`src/rtl/ata_devctl_pkg.sv`:
```
package ata_devctl_pkg;

    typedef enum logic [1:0] {
        RS_RUN,
        RS_HOLD,
        RS_ARMED,
        RS_EXTEND
    } rst_state_t;

    typedef enum logic {
        DS_IDLE,
        DS_XFER
    } dp_state_t;

    localparam int unsigned REG_DATA       = 0;
    localparam int unsigned REG_DEVSEL     = 6;
    localparam int unsigned REG_CMDSTAT    = 7;
    localparam int unsigned REG_DEVCTL     = 8;
    localparam int unsigned CMD_BLOCK_LAST = 7;

    localparam int unsigned CTL_HOB  = 7;
    localparam int unsigned CTL_ONE  = 3;
    localparam int unsigned CTL_SRST = 2;
    localparam int unsigned CTL_NIEN = 1;
    localparam int unsigned SEL_DEV  = 4;

    localparam int unsigned STAT_BUSY = 7;
    localparam int unsigned STAT_DRQ  = 3;

endpackage

```
`src/rtl/devctl_regs.sv`:
```
module devctl_regs
    import ata_devctl_pkg::*;
#(
    parameter int ADDR_W = 4
) (
    input  logic              clk,
    input  logic              rst_n,
    input  logic              wr,
    input  logic [ADDR_W-1:0] addr,
    input  logic              wbit_hob,
    input  logic              wbit_srst,
    input  logic              wbit_nien,
    input  logic              wbit_dev,
    output logic              hob,
    output logic              srst,
    output logic              nien,
    output logic              dev_sel
);

    logic cmd_wr;
    logic ctl_wr;
    logic sel_wr;

    always_comb begin
        cmd_wr = wr && (addr <= ADDR_W'(CMD_BLOCK_LAST));
        ctl_wr = wr && (addr == ADDR_W'(REG_DEVCTL));
        sel_wr = wr && (addr == ADDR_W'(REG_DEVSEL));
    end

    always_ff @(posedge clk or negedge rst_n) begin
        if (!rst_n) begin
            hob     <= 1'b0;
            srst    <= 1'b0;
            nien    <= 1'b0;
            dev_sel <= 1'b0;
        end else begin
            if (ctl_wr) begin
                hob  <= wbit_hob;
                srst <= wbit_srst;
                nien <= wbit_nien;
            end else if (cmd_wr) begin
                hob <= 1'b0;
            end
            if (sel_wr) begin
                dev_sel <= wbit_dev;
            end
        end
    end

    AST_HOB_CLEAR: assert property (@(posedge clk) disable iff (!rst_n)
        cmd_wr |=> !hob);

endmodule

```
`src/rtl/devctl_rst_seq.sv`:
```
module devctl_rst_seq
    import ata_devctl_pkg::*;
#(
    parameter int MIN_HOLD = 16
) (
    input  logic clk,
    input  logic rst_n,
    input  logic srst,
    output logic dev_reset
);

    localparam int CNT_W = $clog2(MIN_HOLD + 1);

    rst_state_t state_q, state_d;
    logic [CNT_W-1:0] cnt_q;
    logic             cnt_done;

    assign cnt_done = (cnt_q == CNT_W'(MIN_HOLD - 1));

    always_ff @(posedge clk or negedge rst_n) begin
        if (!rst_n) begin
            state_q <= RS_RUN;
        end else begin
            state_q <= state_d;
        end
    end

    always_ff @(posedge clk or negedge rst_n) begin
        if (!rst_n) begin
            cnt_q <= '0;
        end else if (state_q == RS_RUN) begin
            cnt_q <= '0;
        end else if (!cnt_done && (state_q != RS_ARMED)) begin
            cnt_q <= cnt_q + CNT_W'(1);
        end
    end

    always_comb begin
        state_d = state_q;
        unique case (state_q)
            RS_RUN: begin
                if (srst) state_d = RS_HOLD;
            end
            RS_HOLD: begin
                if (cnt_done) state_d = srst ? RS_ARMED : RS_RUN;
                else if (!srst) state_d = RS_EXTEND;
            end
            RS_ARMED: begin
                if (!srst) state_d = RS_RUN;
            end
            RS_EXTEND: begin
                if (cnt_done) state_d = srst ? RS_ARMED : RS_RUN;
                else if (srst) state_d = RS_HOLD;
            end
        endcase
    end

    always_comb begin
        dev_reset = srst || (state_q != RS_RUN);
    end

    logic [CNT_W:0] held_q;
    always_ff @(posedge clk or negedge rst_n) begin
        if (!rst_n) begin
            held_q <= '0;
        end else if (!dev_reset) begin
            held_q <= '0;
        end else if (int'(held_q) < MIN_HOLD) begin
            held_q <= held_q + (CNT_W+1)'(1);
        end
    end

    AST_MIN_HOLD: assert property (@(posedge clk) disable iff (!rst_n)
        $fell(dev_reset) |-> (int'($past(held_q)) >= MIN_HOLD));

endmodule

```
`src/rtl/devctl_data_port.sv`:
```
module devctl_data_port
    import ata_devctl_pkg::*;
#(
    parameter int DATA_W = 16,
    parameter int ECC_W  = 8,
    parameter int LEN_W  = 8
) (
    input  logic              clk,
    input  logic              rst_n,
    input  logic              dev_reset,
    input  logic              acc_rd,
    input  logic              acc_wr,
    input  logic [DATA_W-1:0] wdata,
    input  logic              xfer_start,
    input  logic [LEN_W-1:0]  xfer_len,
    input  logic              xfer_ecc,
    input  logic [DATA_W-1:0] buf_rd_data,
    output logic              drq,
    output logic [DATA_W-1:0] rdata,
    output logic              buf_pop,
    output logic              buf_push,
    output logic [DATA_W-1:0] buf_wr_data
);

    localparam logic [DATA_W-1:0] ECC_MASK = {{(DATA_W-ECC_W){1'b0}}, {ECC_W{1'b1}}};

    dp_state_t        state_q, state_d;
    logic [LEN_W-1:0] cnt_q;
    logic [LEN_W-1:0] len_q;
    logic             ecc_q;
    logic             access;
    logic             last;
    logic             open_blk;
    logic [DATA_W-1:0] lane_mask;

    always_comb begin
        access   = (acc_rd || acc_wr) && (state_q == DS_XFER);
        last     = (cnt_q == (len_q - LEN_W'(1)));
        open_blk = xfer_start && !dev_reset && (xfer_len != '0);
    end

    always_ff @(posedge clk or negedge rst_n) begin
        if (!rst_n) begin
            state_q <= DS_IDLE;
        end else begin
            state_q <= state_d;
        end
    end

    always_ff @(posedge clk or negedge rst_n) begin
        if (!rst_n) begin
            cnt_q <= '0;
            len_q <= '0;
            ecc_q <= 1'b0;
        end else if (dev_reset) begin
            cnt_q <= '0;
        end else if ((state_q == DS_IDLE) && open_blk) begin
            cnt_q <= '0;
            len_q <= xfer_len;
            ecc_q <= xfer_ecc;
        end else if (access) begin
            cnt_q <= cnt_q + LEN_W'(1);
        end
    end

    always_comb begin
        state_d = state_q;
        unique case (state_q)
            DS_IDLE: begin
                if (open_blk) state_d = DS_XFER;
            end
            DS_XFER: begin
                if (dev_reset) state_d = DS_IDLE;
                else if (access && last) state_d = DS_IDLE;
            end
        endcase
    end

    always_comb begin
        drq         = (state_q == DS_XFER);
        lane_mask   = ecc_q ? ECC_MASK : '1;
        rdata       = drq ? (buf_rd_data & lane_mask) : '0;
        buf_pop     = acc_rd && drq;
        buf_push    = acc_wr && drq;
        buf_wr_data = wdata & lane_mask;
    end

    AST_DRQ_END: assert property (@(posedge clk) disable iff (!rst_n)
        $fell(drq) |-> ($past(dev_reset) ||
                        ($past(access) && ($past(cnt_q) == LEN_W'($past(len_q) - LEN_W'(1))))));

endmodule

```
`src/rtl/devctl_irq_gate.sv`:
```
module devctl_irq_gate (
    input  logic clk,
    input  logic rst_n,
    input  logic dev_reset,
    input  logic irq_req,
    input  logic stat_rd,
    input  logic nien,
    input  logic selected,
    output logic host_intrq
);

    logic pend_q;

    always_ff @(posedge clk or negedge rst_n) begin
        if (!rst_n) begin
            pend_q <= 1'b0;
        end else if (dev_reset || stat_rd) begin
            pend_q <= 1'b0;
        end else if (irq_req) begin
            pend_q <= 1'b1;
        end
    end

    always_comb begin
        host_intrq = pend_q && !nien && selected;
    end

    AST_IRQ_HELD: assert property (@(posedge clk) disable iff (!rst_n)
        (pend_q && !stat_rd && !dev_reset) |=> pend_q);

endmodule

```
`src/rtl/ata_devctl_port.sv`:
```
module ata_devctl_port
    import ata_devctl_pkg::*;
#(
    parameter int DATA_W   = 16,
    parameter int ECC_W    = 8,
    parameter int LEN_W    = 8,
    parameter int ADDR_W   = 4,
    parameter int MIN_HOLD = 16
) (
    input  logic              clk,
    input  logic              rst_n,
    input  logic              dev_strap,
    input  logic [ADDR_W-1:0] host_addr,
    input  logic              host_wr,
    input  logic              host_rd,
    input  logic [DATA_W-1:0] host_wdata,
    output logic [DATA_W-1:0] host_rdata,
    output logic              host_intrq,
    input  logic              irq_req,
    input  logic              xfer_start,
    input  logic [LEN_W-1:0]  xfer_len,
    input  logic              xfer_ecc,
    input  logic [DATA_W-1:0] buf_rd_data,
    output logic              buf_pop,
    output logic [DATA_W-1:0] buf_wr_data,
    output logic              buf_push,
    output logic              drq,
    output logic              dev_reset,
    output logic              hob
);

    logic              srst;
    logic              nien;
    logic              dev_sel;
    logic              selected;
    logic              data_sel;
    logic              stat_rd;
    logic [DATA_W-1:0] dp_rdata;

    always_comb begin
        data_sel = (host_addr == ADDR_W'(REG_DATA));
        stat_rd  = host_rd && (host_addr == ADDR_W'(REG_CMDSTAT));
        selected = (dev_sel == dev_strap);
    end

    devctl_regs #(.ADDR_W(ADDR_W)) u_regs (
        .clk       (clk),
        .rst_n     (rst_n),
        .wr        (host_wr),
        .addr      (host_addr),
        .wbit_hob  (host_wdata[CTL_HOB]),
        .wbit_srst (host_wdata[CTL_SRST]),
        .wbit_nien (host_wdata[CTL_NIEN]),
        .wbit_dev  (host_wdata[SEL_DEV]),
        .hob       (hob),
        .srst      (srst),
        .nien      (nien),
        .dev_sel   (dev_sel)
    );

    devctl_rst_seq #(.MIN_HOLD(MIN_HOLD)) u_rst (
        .clk       (clk),
        .rst_n     (rst_n),
        .srst      (srst),
        .dev_reset (dev_reset)
    );

    devctl_data_port #(.DATA_W(DATA_W), .ECC_W(ECC_W), .LEN_W(LEN_W)) u_dp (
        .clk         (clk),
        .rst_n       (rst_n),
        .dev_reset   (dev_reset),
        .acc_rd      (host_rd && data_sel),
        .acc_wr      (host_wr && data_sel),
        .wdata       (host_wdata),
        .xfer_start  (xfer_start),
        .xfer_len    (xfer_len),
        .xfer_ecc    (xfer_ecc),
        .buf_rd_data (buf_rd_data),
        .drq         (drq),
        .rdata       (dp_rdata),
        .buf_pop     (buf_pop),
        .buf_push    (buf_push),
        .buf_wr_data (buf_wr_data)
    );

    devctl_irq_gate u_irq (
        .clk        (clk),
        .rst_n      (rst_n),
        .dev_reset  (dev_reset),
        .irq_req    (irq_req),
        .stat_rd    (stat_rd),
        .nien       (nien),
        .selected   (selected),
        .host_intrq (host_intrq)
    );

    always_comb begin
        host_rdata = '0;
        if (host_rd) begin
            if (data_sel) begin
                host_rdata = dp_rdata;
            end else if (host_addr == ADDR_W'(REG_CMDSTAT)) begin
                host_rdata[STAT_BUSY] = dev_reset;
                host_rdata[STAT_DRQ]  = drq;
            end else if (host_addr == ADDR_W'(REG_DEVCTL)) begin
                host_rdata[CTL_HOB]  = hob;
                host_rdata[CTL_ONE]  = 1'b1;
                host_rdata[CTL_SRST] = srst;
                host_rdata[CTL_NIEN] = nien;
            end
        end
    end

    AST_RESET_FLUSH: assert property (@(posedge clk) disable iff (!rst_n)
        $rose(dev_reset) |=> (!drq && !host_intrq));

    AST_IRQ_GATE: assert property (@(posedge clk) disable iff (!rst_n)
        host_intrq |-> (!nien && (dev_sel == dev_strap)));

    AST_NO_POP_IDLE: assert property (@(posedge clk) disable iff (!rst_n)
        (host_rd && data_sel && !drq) |-> (!buf_pop && (host_rdata == '0)));

endmodule

```
`config.mk`:
```
export PLATFORM = sky130hd
export DESIGN_NAME = ata_devctl_port
export DESIGN_NICKNAME = d
export VERILOG_FILES = /design/src/rtl/ata_devctl_pkg.sv /design/src/rtl/devctl_regs.sv /design/src/rtl/devctl_rst_seq.sv /design/src/rtl/devctl_data_port.sv /design/src/rtl/devctl_irq_gate.sv /design/src/rtl/ata_devctl_port.sv
export SDC_FILE = /design/constraint.sdc
export NUM_CORES = 1
export LEC_CHECK = 0
export BUFFER_PORTS_ARGS = -buffer_cell sky130_fd_sc_hd__buf_2
export CORE_UTILIZATION = 30
export CTS_BUF_LIST = sky130_fd_sc_hd__clkbuf_16
export CTS_CLUSTER_SIZE = 28
export DETAILED_ROUTE_END_ITERATION = 6
export HOLD_SLACK_MARGIN = 0.03
export PLACE_DENSITY_LB_ADDON = 0.25
export SKIP_CTS_REPAIR_TIMING = 1
export SKIP_LAST_GASP = 1
export SYNTH_ARGS = -nofsm -noshare
export SYNTH_HDL_FRONTEND = slang
export SYNTH_SLANG_ARGS = --single-unit
```
`constraint.sdc`:
```
create_clock -name clk -period 3.55 [get_ports clk]
set_input_delay 0.1775 -clock clk [delete_from_list [all_inputs] [get_ports clk]]
set_output_delay 0.1775 -clock clk [all_outputs]
set_load 0.005 [all_outputs]
```
## After elaboration in Yosys (flattened, before gate mapping)

Index checks and enable logic that the tools add are counted.

- Register bits: 30
- Latch bits: 0
- Memory bits (writable): 0
- ROM bits: 0
- Input port bits: 52
- Output and inout bits: 38
- Word-level logic and storage cells: 96
- Memories: 0

- Add/sub/neg operators: 3
- Multiply operators: 0
- Divide/modulo/power cells: 0
- Magnitude comparators: 1
- Equality and inequality tests: 12
- Shifts and indexed selects: 0
- Muxes and demuxes: 33
- Bitwise logic cells: 4
- Reduce and logical (&&, ||, !) cells: 32

Operator list:

| operator | number |
|---|---|
| 2-to-1 mux 16 bit | 3 |
| AND 16 bit | 2 |
| 2-to-1 mux 8 bit | 4 |
| logical AND 1 bit | 16 |
| 2-to-1 mux 2 bit | 7 |
| 2-to-1 mux 1 bit | 12 |
| 2-to-1 mux 5 bit | 2 |
| 2-to-1 mux 3 bit | 3 |
| adder 8 x 1 -> 8 bit (second input constant) | 1 |
| equality test 4 x 3 -> 1 bit (second input constant) | 2 |
| equality test 8 bit | 1 |
| one-hot mux 2 bit (4 select lines) | 1 |
| nonzero test 2 bit | 4 |
| nonzero test 8 bit | 1 |
| subtractor 8 x 1 -> 8 bit (second input constant) | 1 |
| adder 5 x 1 -> 5 bit (second input constant) | 1 |
| equality test 5 x 4 -> 1 bit (second input constant) | 1 |
| equality test 2 bit (second input constant) | 2 |
| equality test 4 bit (second input constant) | 1 |
| less-or-equal comparator 4 x 3 -> 1 bit (second input constant) | 1 |
| zero test 4 bit | 1 |
| inequality test 2 bit (second input constant) | 2 |
| AND reduction 2 bit | 2 |
| zero test 1 bit | 3 |
| other kinds (8) | 11 |

## Logic depth before layout (Yosys ltp)

- Depth after elaboration: 8
- Depth in mapped cells: 8
- Gate-level depth less buffers: 8

## Modules after synthesis

From an unflattened synthesis, not the netlist that was laid out.

- Cells, all modules: 237
- Area, all modules: 2,149.6 µm²

By module, submodules not included:

| module | times used | cells an instance | area an instance (µm²) | sequential area each (µm²) |
|---|---|---|---|---|
| devctl_data_port | 1 | 139 | 1,255.0 | 450.4 |
| devctl_rst_seq | 1 | 43 | 419.2 | 175.2 |
| ata_devctl_port | 1 | 35 | 235.2 | 0.0 |
| devctl_regs | 1 | 15 | 193.9 | 100.1 |
| devctl_irq_gate | 1 | 5 | 46.3 | 25.0 |

## Worst setup path after synthesis

Ideal clock, no wire load.

- Kind: register -> register
- Start point: register u_regs.srst
- End point: register u_dp.cnt_q[0]
- Library setup time: 0.119 ns
- Data arrival time: 1.584 ns
- Data required time: 3.431 ns
- Path slack: 1.847 ns
- Stages on the path, launching flop included: 8
- Buffers on the path: 2
- Period minus slack after synthesis: 1.703 ns
- Path through: dfrtp_1 or3_1 buf_6 nor3b_4 nand2_4 nand2b_2 buf_6 nor2_1

- Word-level cells in the longest chain between the ends: 7
- Elaborated cells on any way between the ends: 8
- Those cells by class: mux: 2; reduce/logical: 6

RTL lines:

| what | line | source |
|---|---|---|
| start, declared | devctl_regs.sv:15 | `output logic srst,` |
| start signal, assigned | devctl_regs.sv:39 | `srst <= wbit_srst;` |
| logical OR 1 bit (*) | devctl_rst_seq.sv:59 | `dev_reset = srst \|\| (state_q != RS_RUN);` |
| net dev_reset | ata_devctl_port.sv:28 | `output logic dev_reset,` |
| zero test 1 bit | devctl_data_port.sv:39 | `open_blk = xfer_start && !dev_reset && (xfer_len != '0);` |
| logical AND 1 bit (2 in series) | devctl_data_port.sv:39 |  |
| logical AND 1 bit | devctl_data_port.sv:57 | `end else if ((state_q == DS_IDLE) && open_blk) begin` |
| 2-to-1 mux 8 bit | devctl_data_port.sv:57 |  |
| 2-to-1 mux 8 bit | devctl_data_port.sv:55 | `end else if (dev_reset) begin` |
| end signal, assigned | devctl_data_port.sv:62 | `cnt_q <= cnt_q + LEN_W'(1);` |
| end, declared | devctl_data_port.sv:28 | `logic [LEN_W-1:0] cnt_q;` |

The timed path passes the listed nets; every way through them passes the cells marked *.
A chain may end at the register's enable or synchronous reset.

## Worst setup path in the final report

- Start point: register u_dp.state_q (netlist: u_dp.drq)
- End point: output port host_rdata[13]

- Word-level cells in the longest chain between the ends: 3

RTL lines:

| what | line | source |
|---|---|---|
| start, declared | devctl_data_port.sv:27 | `dp_state_t state_q, state_d;` |
| start signal, assigned | devctl_data_port.sv:46 | `state_q <= state_d;` |
| 2-to-1 mux 16 bit | devctl_data_port.sv:82 | `rdata = drq ? (buf_rd_data & lane_mask) : '0;` |
| 2-to-1 mux 8 bit | ata_devctl_port.sv:100 | `if (data_sel) begin` |
| 2-to-1 mux 16 bit | ata_devctl_port.sv:99 | `if (host_rd) begin` |
| end, declared | ata_devctl_port.sv:17 | `output logic [DATA_W-1:0] host_rdata,` |

No other way between the ends.

==> metrics.cfg <==
[routing]
drcViolationCount=0
via_per_inst=4.654
detail-route-antenna-nets=0
drtIter0Drc=53
firstDrtPassIters=4
wire_per_inst_microns=12.30
wirelength_microns=4626
dr_total_vias=1750

[finish]
layout-drive-gt1-share_pct=33.11
antenna_cells=0
nFillCells=663
utilization_pct=39.68
layout.nets=355
syn_to_final_growth_pct=28.04

[grt]
overflow=0
grt_pass1_vias=1607
grt_pass1_wl_microns=7707
grt_antenna_before_repair=0
grt_max_degree=31
grt_use_total_pct=13.77

[power_and_ir_drop]
swShare_pct=34.81
clkPwrFrac_pct=27.9
internal_power_uw=925.2
max-vdd-ir-drop_mv=0.3058
powerDensity_mw_per_mm2=563.2
p_seq_share_pct=39.4
p_comb_share_pct=32.8
leakage_nw=1.245
finalPower_mw=1.419
switching_power_uw=494.0

[sta]
setup-violations-final=0
holdWs_ns=0.09683
rsz0062_at_grt=false
max_freq_mhz=464.1
finalSetupTns_ns=0
hold_viol=0
slew_headroom_pct=44.99
post-route-period-util_pct=60.70
tightest_slew_ns=0.8137
min_period_ns=2.155
clock_skew_ns=0.004316
drv_slew=0

[yosys]
avgSynthCellArea_sq_um=8.826
synthDistinctLibCells=45
async_flop_share_pct=100.0
synth.net_count=279
synth-seq-cells=30
yosys-top-cells-count=nand2_1, dfrtp_1, nor2_1
synth.most_common_cell=nand2_1
synth-edff-count=0
synthTopCellsByArea=dfrtp_1, nand2_1, xor2_1, and2_1, nor2b_1
ys_seq_area_share_pct=38.14
synth_area_sq_mm=0.001968
synth_top_area_share_pct=38.14
synth_cells=223
synth.largest_area_cell=dfrtp_1
synth_ff_type=dfrtp_1
yosys_warnings=0

[setup_path]
end_kind=output port
crit_buf_inv=1
slowest_delay_ns=0.51
worstSetupPathType=reg2out
slowest_stage=dfrtp_1
crit_fanout=8
critPathArrivalTime_ns=1.98
start_kind=flip-flop
crit_chain=nor2b_1 -> and3_1 -> and2b_1 -> and2_1 -> buf_2
crit_family=simple AND/OR/NAND/NOR gates
cp_data_required_time_ns=3.37

[run_status]
status=completed

[floorplanning]
ios=90
chipHeight_microns=83.00
die_w_microns=83.00
num_rows=29
fp.dieArea_sq_mm=0.006888
start_util_pct=31.00
coreArea_sq_mm=0.006350

[cts]
clockBufferDepth=2
cts.sinks=30
clk_pin_slew_ns=0.05
clock_latency_ns=0.27
cts_buffers=5
root_buffer=clkbuf_16
cts_tree=done
htreeDepth=2

[place]
io_buffers=81
dp_hpwl_microns=3651
place_congestion=0.7584

[job]
maxCapViolCount=0

[worst_hold_path]
hold_class=in2reg

[worst min-delay path, stage by stage]
cell and delay, ns:
buf_2 0.08, nand2_1 0.04, nand2_1 0.04
[cell type report]
class                   instances  area, sq um  area share (%)
multi-input cells             174         1100           43.64
flip-flops and latches         30        750.7           29.79
repair buffers                 82        415.4           16.48
clock buffers                   5        125.1           4.965
well taps                      77        96.34           3.823
inverters                       6        22.52          0.8937
clock inverters                 2        10.01          0.3972
[placed cells by master (no fill, tap or decap), types with 2 or more instances in the layout]
cell type,instances
buf_2,81
nand2_1,37
dfrtp_1,30
nor2_1,16
nor2b_1,12
and2_1,12
xor2_1,10
o21ai_0,9
nand3_1,7
inv_1,6
xnor2_1,6
nor3b_1,5
a21oi_1,5
nand2b_1,5
clkbuf_16,5
nor3_1,4
and3_1,4
ha_1,4
a22oi_1,3
mux2i_1,3
mux2_2,3
or3_1,2
a211oi_1,2
nor4b_1,2
a31oi_1,2
a22o_1,2
nor4_1,2
nand4_1,2
clkinv_2,2
[worst paths after layout]
| path | start | to | slack (ns) | cells past startpoint |
|---|---|---|---|---|
| min in group asynchronous | rst_n | u_dp.len_q[5] | 0.48 | 2 |
| min reg2reg | u_rst.cnt_q[4] | u_rst.cnt_q[4] | 0.49 | 2 |
| max in group asynchronous | rst_n | u_rst.state_q[1] | 2.62 | 2 |
| max reg2reg | u_dp.len_q[2] | u_dp.drq | 1.56 | 5 |
| max | u_dp.drq | host_rdata[13] | 1.40 | 5 |
| min | xfer_ecc | u_dp.ecc_q | 0.1 | 3 |
[kinds of logic (layout without fill, tap and decap cells)]
kind of cell / Yosys count / in the layout / share of synthesized area (%)
mux: 6 / 6 / 3.242
buf+inv: 19 / 95 / 5.976
simple gates: 121 / 121 / 34.27
fa+ha+maj: 4 / 4 / 2.543
xor+xnor: 16 / 16 / 7.120
compound gates: 27 / 27 / 8.709
flops: 30 / 30 / 38.14
[layer usage]
layer | track usage [%] | vias up | share of wire [%] | routed length, microns
li1 | - | 904 | - | -
met1 | 18.86 | 809 | 49 | 2249
met2 | 21.54 | 32 | 47 | 2170
met3 | 3.678 | 5 | 3.5 | 161
met4 | 3.448 | 0 | 0.97 | 45
met5 | 0 | - | 0 | 0
[stage by stage]
step	setup slack [ns]	cell area, sq um	cells
after floorplan	1.847	1968	223
after global placement	1.575	2375	368
after detailed placement	1.556	2375	368
after CTS	1.433	2510	375
after global routing	1.294	2520	376
final	1.395	2520	376
[power by group through the flow]
stage | clock network (mW) | logic, mW | registers, mW
5_1_grt | 0.422 | 0.530 | 0.578
4_1_cts | 0.410 | 0.472 | 0.557
6_report | 0.395 | 0.465 | 0.559
2_1_floorplan | 0 | 0.354 | 0.526
3_5_place_dp | 0 | 0.469 | 0.562
3_3_place_gp | 0 | 0.460 | 0.564
[sequential cells by signal, indices dropped and copies added (netlist names)]
register and cells:
u_dp.ecc_q 1, u_regs.nien 1, u_regs.srst 1, u_irq.pend_q 1, u_regs.hob 1, u_rst.state_q 2, u_dp.cnt_q 8, u_dp.len_q 8
u_dp.drq 1, u_rst.cnt_q 5, u_regs.dev_sel 1
(Power assumes the default switching activity.)
